===== src/rtl/spi_regwin_pkg.sv =====
package spi_regwin_pkg;
   typedef enum logic {
      PH_CTL  = 1'b0,
      PH_DATA = 1'b1
   } phase_e;

   localparam int unsigned SYNC_MIN = 2;
endpackage


===== src/rtl/spi_regwin_sync.sv =====
module spi_regwin_sync #(
   parameter int unsigned STAGES = 2,
   parameter int unsigned NBITS  = 3
) (
   input  logic             clk_i,
   input  logic             rst_i,
   input  logic [NBITS-1:0] async_i,
   output logic [NBITS-1:0] sync_o,
   output logic             fall0_o
);
   logic [NBITS-1:0] stage_q [STAGES];
   logic             prev0_q;

   for (genvar g = 0; g < STAGES; g++) begin : g_stage
      if (g == 0) begin : g_first
         always_ff @(posedge clk_i) begin
            if (rst_i) stage_q[g] <= '0;
            else       stage_q[g] <= async_i;
         end
      end else begin : g_next
         always_ff @(posedge clk_i) begin
            if (rst_i) stage_q[g] <= '0;
            else       stage_q[g] <= stage_q[g-1];
         end
      end
   end

   always_ff @(posedge clk_i) begin
      if (rst_i) prev0_q <= 1'b0;
      else       prev0_q <= stage_q[STAGES-1][0];
   end

   assign sync_o  = stage_q[STAGES-1];
   assign fall0_o = prev0_q & ~stage_q[STAGES-1][0];
endmodule


===== src/rtl/spi_regwin_shifter.sv =====
module spi_regwin_shifter #(
   parameter int unsigned       WORD_W  = 16,
   parameter logic [WORD_W-1:0] ID_WORD = '0
) (
   input  logic              clk_i,
   input  logic              rst_i,
   input  logic              clear_i,
   input  logic              sample_i,
   input  logic              mosi_i,
   input  logic              load_i,
   input  logic [WORD_W-1:0] load_data_i,
   output logic              miso_o,
   output logic              word_done_o,
   output logic [WORD_W-1:0] rx_word_o
);
   localparam int unsigned BCW  = $clog2(WORD_W);
   localparam logic [BCW-1:0] LAST = BCW'(WORD_W - 1);

   logic [BCW-1:0]    bit_q;
   logic [WORD_W-1:0] in_q;
   logic [WORD_W-1:0] out_q;

   always_ff @(posedge clk_i) begin
      word_done_o <= 1'b0;
      if (rst_i || clear_i) begin
         bit_q     <= '0;
         in_q      <= '0;
         out_q     <= ID_WORD;
         rx_word_o <= '0;
      end else begin
         if (load_i)        out_q <= load_data_i;
         else if (sample_i) out_q <= {out_q[WORD_W-2:0], 1'b0};
         if (sample_i) begin
            in_q <= {in_q[WORD_W-2:0], mosi_i};
            if (bit_q == LAST) begin
               bit_q       <= '0;
               word_done_o <= 1'b1;
               rx_word_o   <= {in_q[WORD_W-2:0], mosi_i};
            end else begin
               bit_q <= bit_q + 1'b1;
            end
         end
      end
   end

   assign miso_o = out_q[WORD_W-1];
endmodule


===== src/rtl/spi_regwin_seq.sv =====
module spi_regwin_seq
   import spi_regwin_pkg::*;
#(
   parameter int unsigned WORD_W   = 16,
   parameter int unsigned OFS_W    = 7,
   parameter int unsigned CNT_W    = 8,
   parameter int unsigned LOAD_LAT = 2
) (
   input  logic              clk_i,
   input  logic              rst_i,
   input  logic              clear_i,
   input  logic              word_done_i,
   input  logic [WORD_W-1:0] rx_word_i,
   output logic              load_o,
   output logic [OFS_W-1:0]  rd_addr_o,
   output logic              wr_en_o,
   output logic [OFS_W-1:0]  wr_addr_o,
   output logic [WORD_W-1:0] wr_data_o
);
   localparam logic [CNT_W:0] FULL_SPAN = {1'b1, {CNT_W{1'b0}}};

   phase_e             phase_q;
   logic               rd_only_q;
   logic [OFS_W-1:0]   ofs_q;
   logic [OFS_W-1:0]   addr_q;
   logic [CNT_W:0]     span_q;
   logic [CNT_W:0]     left_q;
   logic [LOAD_LAT-1:0] pend_q;

   logic               ctl_rd;
   logic [OFS_W-1:0]   ctl_ofs;
   logic [CNT_W-1:0]   ctl_cnt;
   logic [CNT_W:0]     ctl_span;
   logic               at_end;

   assign ctl_rd   = rx_word_i[WORD_W-1];
   assign ctl_ofs  = rx_word_i[WORD_W-2 -: OFS_W];
   assign ctl_cnt  = rx_word_i[CNT_W-1:0];
   assign ctl_span = (ctl_cnt == '0) ? FULL_SPAN : {1'b0, ctl_cnt};
   assign at_end   = (left_q == {{CNT_W{1'b0}}, 1'b1});

   always_ff @(posedge clk_i) begin
      wr_en_o <= 1'b0;
      if (rst_i) begin
         phase_q   <= PH_CTL;
         rd_only_q <= 1'b1;
         ofs_q     <= '0;
         addr_q    <= '0;
         span_q    <= FULL_SPAN;
         left_q    <= FULL_SPAN;
         wr_addr_o <= '0;
         wr_data_o <= '0;
      end else if (clear_i) begin
         phase_q <= PH_CTL;
      end else if (word_done_i) begin
         if (phase_q == PH_CTL) begin
            phase_q   <= PH_DATA;
            rd_only_q <= ctl_rd;
            ofs_q     <= ctl_ofs;
            addr_q    <= ctl_ofs;
            span_q    <= ctl_span;
            left_q    <= ctl_span;
         end else begin
            if (!rd_only_q) begin
               wr_en_o   <= 1'b1;
               wr_addr_o <= addr_q;
               wr_data_o <= rx_word_i;
            end
            if (at_end) begin
               addr_q <= ofs_q;
               left_q <= span_q;
            end else begin
               addr_q <= addr_q + 1'b1;
               left_q <= left_q - 1'b1;
            end
         end
      end
   end

   if (LOAD_LAT == 1) begin : g_lat1
      always_ff @(posedge clk_i) begin
         if (rst_i || clear_i) pend_q <= '0;
         else                  pend_q <= word_done_i;
      end
   end else begin : g_latn
      always_ff @(posedge clk_i) begin
         if (rst_i || clear_i) pend_q <= '0;
         else                  pend_q <= {pend_q[LOAD_LAT-2:0], word_done_i};
      end
   end

   assign load_o    = pend_q[LOAD_LAT-1];
   assign rd_addr_o = addr_q;
endmodule


===== src/rtl/spi_regwin_slave.sv =====
module spi_regwin_slave
   import spi_regwin_pkg::*;
#(
   parameter int unsigned       WORD_W      = 16,
   parameter int unsigned       OFS_W       = 7,
   parameter int unsigned       CNT_W       = 8,
   parameter int unsigned       SYNC_STAGES = 2,
   parameter int unsigned       LOAD_LAT    = 2,
   parameter logic [WORD_W-1:0] ID_WORD     = 16'hB5E1
) (
   input  logic              clk_i,
   input  logic              rst_i,
   input  logic              rearm_i,
   input  logic              sclk_i,
   input  logic              mosi_i,
   output logic              miso_o,
   output logic [OFS_W-1:0]  rd_addr_o,
   input  logic [WORD_W-1:0] rd_data_i,
   output logic              wr_en_o,
   output logic [OFS_W-1:0]  wr_addr_o,
   output logic [WORD_W-1:0] wr_data_o
);
   localparam int unsigned NSYNC = 3;

   if (WORD_W != 1 + OFS_W + CNT_W) begin : g_bad_layout
      $error("control word layout does not fill WORD_W");
   end
   if (SYNC_STAGES < SYNC_MIN) begin : g_bad_sync
      $error("SYNC_STAGES below minimum");
   end
   if (LOAD_LAT < 2) begin : g_bad_lat
      $error("LOAD_LAT must be at least 2 for write-then-read ordering");
   end

   logic [NSYNC-1:0]  sync_v;
   logic              sclk_fall;
   logic              mosi_s;
   logic              rearm_s;
   logic              word_done;
   logic [WORD_W-1:0] rx_word;
   logic              load;

   spi_regwin_sync #(
      .STAGES (SYNC_STAGES),
      .NBITS  (NSYNC)
   ) u_sync (
      .clk_i   (clk_i),
      .rst_i   (rst_i),
      .async_i ({rearm_i, mosi_i, sclk_i}),
      .sync_o  (sync_v),
      .fall0_o (sclk_fall)
   );

   assign mosi_s  = sync_v[1];
   assign rearm_s = sync_v[2];

   spi_regwin_shifter #(
      .WORD_W  (WORD_W),
      .ID_WORD (ID_WORD)
   ) u_shift (
      .clk_i       (clk_i),
      .rst_i       (rst_i),
      .clear_i     (rearm_s),
      .sample_i    (sclk_fall),
      .mosi_i      (mosi_s),
      .load_i      (load),
      .load_data_i (rd_data_i),
      .miso_o      (miso_o),
      .word_done_o (word_done),
      .rx_word_o   (rx_word)
   );

   spi_regwin_seq #(
      .WORD_W   (WORD_W),
      .OFS_W    (OFS_W),
      .CNT_W    (CNT_W),
      .LOAD_LAT (LOAD_LAT)
   ) u_seq (
      .clk_i       (clk_i),
      .rst_i       (rst_i),
      .clear_i     (rearm_s),
      .word_done_i (word_done),
      .rx_word_i   (rx_word),
      .load_o      (load),
      .rd_addr_o   (rd_addr_o),
      .wr_en_o     (wr_en_o),
      .wr_addr_o   (wr_addr_o),
      .wr_data_o   (wr_data_o)
   );
endmodule


===== config.mk =====
export PLATFORM = sky130hd
export DESIGN_NAME = spi_regwin_slave
export DESIGN_NICKNAME = d
export VERILOG_FILES = /design/src/rtl/spi_regwin_pkg.sv /design/src/rtl/spi_regwin_sync.sv /design/src/rtl/spi_regwin_shifter.sv /design/src/rtl/spi_regwin_seq.sv /design/src/rtl/spi_regwin_slave.sv
export SDC_FILE = /design/constraint.sdc
export NUM_CORES = 1
export LEC_CHECK = 0
export BUFFER_PORTS_ARGS = -buffer_cell sky130_fd_sc_hd__clkbuf_2
export CORE_AREA = 2 2 80 112
export DETAILED_ROUTE_END_ITERATION = 8
export DIE_AREA = 0 0 82 114
export PLACE_DENSITY = 0.78
export RECOVER_POWER = 25
export SLEW_MARGIN = 5
export SYNTH_ARGS = -nofsm -noshare
export SYNTH_HDL_FRONTEND = slang
export SYNTH_HIERARCHICAL = 1
export SYNTH_SLANG_ARGS = --single-unit
export TNS_END_PERCENT = 20

===== constraint.sdc =====
create_clock -name clk_i -period 2.2 [get_ports clk_i]
set_input_delay 0 -clock clk_i [delete_from_list [all_inputs] [get_ports clk_i]]
set_output_delay 0 -clock clk_i [all_outputs]
set_load 0.1 [all_outputs]

# Yosys cells after proc, flatten, opt, wreduce, memory -nomap -nowiden
# Memory sizes are Yosys's and may differ from the RTL's.
# Index checks and enable logic that the tools add are counted.
# Widths: inputs -> output; s select.
[totals] regBits=113 ram_bits=6 inputBits=21 memories=1 latch_bits=0 out_inout_bits=32 mem_bits_ro=0
[op_classes] addsub=3 n_mux=15 reduce_logical=10 n_mul=0 div=0 eq_ne=2 n_shift=0 bitwise_logic=9 magnitude_cmp=0
[memory_table] name="u_sync.stage_q" words=2 width=3 rd=2 rd_clocked_by_memory_dff=0 write_ports=2 line_no="spi_regwin_sync.sv:11" rtl="logic [NBITS-1:0] stage_q [STAGES];"
[op_table] operator="$mux 16" n=2
[op_table] operator="$mux 9" n=3
[op_table] operator="$mux 7" n=2
[op_table] operator="$eq 9x1->1 const B" n=1
[op_table] operator="$sub 9x1->9 const B" n=1
[op_table] operator="$logic_not 8->1" n=1
[op_table] operator="$add 7x1->7 const B" n=1
[op_table] operator="$mux 3" n=2
[op_table] operator="$not 1->1" n=6
[op_table] operator="$mux 1" n=5
[op_table] operator="$add 4x1->4 const B" n=1
[op_table] operator="$eq 4x4->1 const B" n=1
[op_table] operator="$mux 4" n=1
[op_table] operator="$reduce_and 2->1" n=2
[op_table] operator="$reduce_and 4->1" n=1
[op_table] operator="$reduce_or 2->1" n=2
[op_table] operator="$reduce_or 4->1" n=1
[op_table] operator="$reduce_and 3->1" n=1
[op_table] operator="$or 1x1->1" n=2
[op_table] operator="$reduce_bool 2->1" n=1
[op_table] operator="$and 1x1->1" n=1
[op_table] operator="$logic_or 1x1->1" n=1

# Depth between registers and ports, before layout
[logic_depth] word_depth=4 depth_mapped=7

# Modules after synthesis
# The synthesis kept the hierarchy.
[modules_own_cells] mod="spi_regwin_seq" seq_area_each_um2=1201.2 n_inst=1 area_each_um2=2544.9 cells_per_inst=312
[modules_own_cells] mod="spi_regwin_shifter" seq_area_each_um2=1041.0 n_inst=1 area_each_um2=1998.2 cells_per_inst=175
[modules_own_cells] mod="spi_regwin_sync" seq_area_each_um2=140.1 n_inst=1 area_each_um2=190.2 cells_per_inst=15

# Least setup slack after synthesis
# No wires, ideal clock.
[synth_timing] path_type="register to register" start="register u_seq.addr_q[1], in the netlist u_seq/rd_addr_o[1]" end="register u_seq.addr_q[4], in the netlist u_seq/rd_addr_o[4]" setup_time_ns=0.092 slack_ns=0.189 arrival_ns=1.919 stages_incl_launch_ff=6 cell_sequence="dfxtp_1 ha_1 nand3_1 xnor2_1 nor2_1 o32ai_1"
[synth_between] elab_chain_cells=3
[synth_lines] item="start, declared" line_no="spi_regwin_seq.sv:25" rtl="logic [OFS_W-1:0] addr_q;"
[synth_lines] item="start signal, assigned" line_no="spi_regwin_seq.sv:60" rtl="addr_q <= ctl_ofs;"
[synth_lines] item="start signal, assigned" line_no="spi_regwin_seq.sv:70" rtl="addr_q <= ofs_q;"
[synth_lines] item="start signal, assigned" line_no="spi_regwin_seq.sv:73" rtl="addr_q <= addr_q + 1'b1;"
[synth_lines] item="$add 7x1->7" line_no="spi_regwin_seq.sv:73"
[synth_lines] item="$mux 7" line_no="spi_regwin_seq.sv:69" rtl="if (at_end) begin"
[synth_lines] item="$mux 7" line_no="spi_regwin_seq.sv:56" rtl="if (phase_q == PH_CTL) begin"
# No other way between the ends.
# A chain may end at the register's enable or synchronous reset.

==> flow_metrics.tcl <==
set metrics [dict create \
    outcome "finished clean" \
    fin_tns_setup_ps 0 \
    antenna_found_initial 0 \
    crit_slowest_cell "dlygate4sd3_1" \
    die-area_um2 9350 \
    yosys.cell_types.count 48 \
    setup.worst_path.end_class "flip-flop" \
    cts_tree "built" \
    cts_root_buf "clkbuf_16" \
    cap_violations 0 \
    route.met2.wl_mm 6.17 \
    routed_wl_mm 11.4 \
    fp-row-count 40 \
    grt_pass1_vias 3839 \
    layout_commonest_cell "dfxtp_1" \
    vias 3954 \
    clock-sinks 119 \
    die_w_um 82 \
    hold_violations 0 \
    fp.dieH_um 114 \
    ant_nets 0 \
    start_kind "flip-flop" \
    fin_crit_sh_pct 94.6 \
    finalSetupViolations 0 \
    rsz0062_at_grt "false" \
    yosysSeqAreaShare_pct 50.3 \
    dr_wl_met3_um 497 \
    ys_seq_elements 119 \
    gp_congestion 0.839 \
    dp_slack_ps 406 \
    crit-reg2reg-launch "u_sync/stage_q[1][0]" \
    grt_use_total_pct 26.5 \
    h-tree-depth 4 \
    antennaDiodeCount 0 \
    io_pins 53 \
    synth_edf_count 0 \
    r2r_slack_ps 120 \
    start_util_pct 56.3 \
    via_per_inst 5.64 \
    netlist_area_um2 4730 \
    drt_iter0_drc 255 \
    wl_per_cell_um 16.3 \
    holdWs_ps 356 \
    ys.flop_type "dfxtp_1" \
    portBuffers 52 \
    clkTransAtPathRegs_ps 60 \
    finalCriticalPeriod_ps 2080 \
    startpoint "u_sync/stage_q[1][0]" \
    fmax_ghz 0.481 \
    crit_family "buffers and inverters" \
    leakagePower_nw 2.21 \
    path_max_fanout 19 \
    skew_ps 6.50 \
    grt_overflow 0 \
    synthesis.nets 527 \
    synthTopCellsByArea "dfxtp_1 50%, mux2i_1 7.4%, nand2_1 7.4%, a21oi_1 4.2%, nor2_1 3.9%" \
    reg2reg_depth 6 \
    ys_warn_count 6 \
    cellPowerDensity_nw_per_um2 863 \
    numCtsBuffers 17 \
    grt_pass1_wl_mm 18.5 \
    arrival_ps 2380 \
    dp_hpwl_mm 6.63 \
    slew_headroom_pct 20.0 \
    insertion_delay_ps 410 \
    synthDominantCellAreaShare_pct 50.3 \
    synth_area_leader_cell "dfxtp_1" \
    ctsLongestPathBuffers 2 \
    avgSynthCellArea_um2 9.43 \
    fin_nets 608 \
    crit_chain "nor2b_4 -> buf_4 -> mux2_2 -> mux2i_1 -> nand2_1 -> dlygate4sd3_1" \
    reg2reg_to "u_shift/out_q[10]" \
    drt-met1-wl_mm 4.40 \
    path_buf_inv 2 \
    vdd_drop_max_mv 0.731 \
    grt_max_degree 45 \
    core_um2 8410 \
    final_cell_mix "119 x dfxtp_1, 93 x nand2_1, 49 x nor2_1" \
    cp.depth 6 \
    syn_to_final_growth_pct 25.1 \
    postSynthCellCount 502 \
    top_layer "met4" \
    hp-class "input pin to flip-flop" \
    cts_resized 0 \
    cts_hold_buffers 28 \
    worst_pin_slew_ps 1200 \
    cp.required_ps 2500 \
    synthArstFlopShare_pct 0 \
    cpPeakStageDelay_ps 580 \
    first_pass_iters 4 \
    layout-drive-gt1-share_pct 18.5 \
    drv_slew 0 \
    timing.final.ws_setup_ps 119 \
    cts_setup_buffers 0 \
    critical_path_class "flip-flop to flip-flop" \
    drcViolationCount 0 \
    endpoint "u_shift/out_q[10]" \
]
==> registers in the layout, indices dropped and copies added (netlist names) <==
register and cells:
u_seq/left_q 9, u_seq/ofs_q 7, u_seq/pend_q 2, u_seq/phase_q 1
u_seq/rd_addr_o 7, u_seq/rd_only_q 1, u_seq/span_q 9, u_seq/wr_addr_o 7
u_seq/wr_data_o 16, u_seq/wr_en_o 1, u_shift/bit_q 4, u_shift/in_q 15
u_shift/out_q 16, u_shift/rx_word_o 16, u_shift/word_done_o 1, u_sync/prev0_q 1
u_sync/stage_q 6
==> kinds of logic after synthesis <==
family	Yosys count	synth area share [%]
XOR/XNOR	7	1.30
AO/OA/AOI/OAI	100	14.7
adder cells (fa/ha/maj)	4	1.06
AND/OR/NAND/NOR	185	17.7
buffers and inverters	37	3.97
multiplexers	50	11.0
flip-flops	119	50.3
==> synth_stat cells (2+ instances only) <==
| cell type | count |
|---|---|
| a21oi_1 | 40 |
| a22o_1 | 7 |
| a22o_2 | 9 |
| a22oi_1 | 15 |
| a31oi_1 | 2 |
| and2_1 | 3 |
| buf_2 | 9 |
| buf_4 | 4 |
| buf_6 | 3 |
| clkbuf_1 | 16 |
| dfxtp_1 | 119 |
| ha_1 | 4 |
| inv_1 | 5 |
| mux2_2 | 15 |
| mux2i_1 | 35 |
| nand2_1 | 93 |
| nand3_1 | 5 |
| nor2_1 | 49 |
| nor2b_1 | 8 |
| nor3_1 | 6 |
| nor3b_1 | 2 |
| nor4_1 | 3 |
| o21a_1 | 5 |
| o22ai_1 | 3 |
| o311ai_0 | 2 |
| o32ai_1 | 13 |
| xnor2_1 | 3 |
| xor2_1 | 4 |
==> worst min path at each step <==
stage,from,to,slack [ps],depth (start not counted)
6_report,mosi_i,u_sync/stage_q[0][1],360,3
5_1_grt,rearm_i,u_sync/stage_q[0][2],380,3
4_1_cts,mosi_i,u_sync/stage_q[0][1],330,3
3_5_place_dp,mosi_i,u_sync/stage_q[0][1],220,2
3_3_place_gp,mosi_i,u_sync/stage_q[0][1],210,2
2_1_floorplan,rst_i,u_sync/prev0_q,70,1
==> layout make-up <==
class                           instances  area [um2]
Sequential cell                       119        2380
Multi-Input combinational cell        346        2180
Fill cell                             614        2490
Inverter                                5        18.8
Tap cell                              105         131
Clock buffer                           23         478
Clock inverter                          9         123
Timing Repair Buffer                   94         613
==> power by group <==
part | leakage [nW] | internal [mW] | switching [mW]
Combinational | 0.954 | 0.0642 | 0.0762
Sequential | 0.960 | 2.17 | 0.00684
Clock | 0.297 | 1.86 | 0.937
Total | 2.21 | 4.09 | 1.02
==> worst register-to-register path, cell delays in order (launching register included) <==
cell,delay [ps]
dfxtp_1,340
nor2b_4,150
buf_4,280
mux2_2,370
mux2i_1,160
nand2_1,80
dlygate4sd3_1,580
==> routing by layer <==
metal / vias to the layer above / GRT usage [%]
li1: 1917 / -
met1: 1893 / 29.2
met2: 113 / 45.7
met3: 31 / 6.88
met4: 0 / 13.9
met5: - / 0
==> per-stage QoR <==
| stage | power (mW) | instances | area [um2] | util, % |
|---|---|---|---|---|
| after global placement | 2.32 | 641 | 5070 | 60.3 |
| after global routing | 5.26 | 701 | 5920 | 70.4 |
| after floorplan | 2.29 | 502 | 4730 | - |
| after CTS | 5.13 | 701 | 5950 | 70.8 |
| final | 5.11 | 701 | 5920 | 70.4 |
| after detailed placement | 2.32 | 641 | 5070 | 60.3 |
No activity file was read; power rests on OpenSTA's default activity.
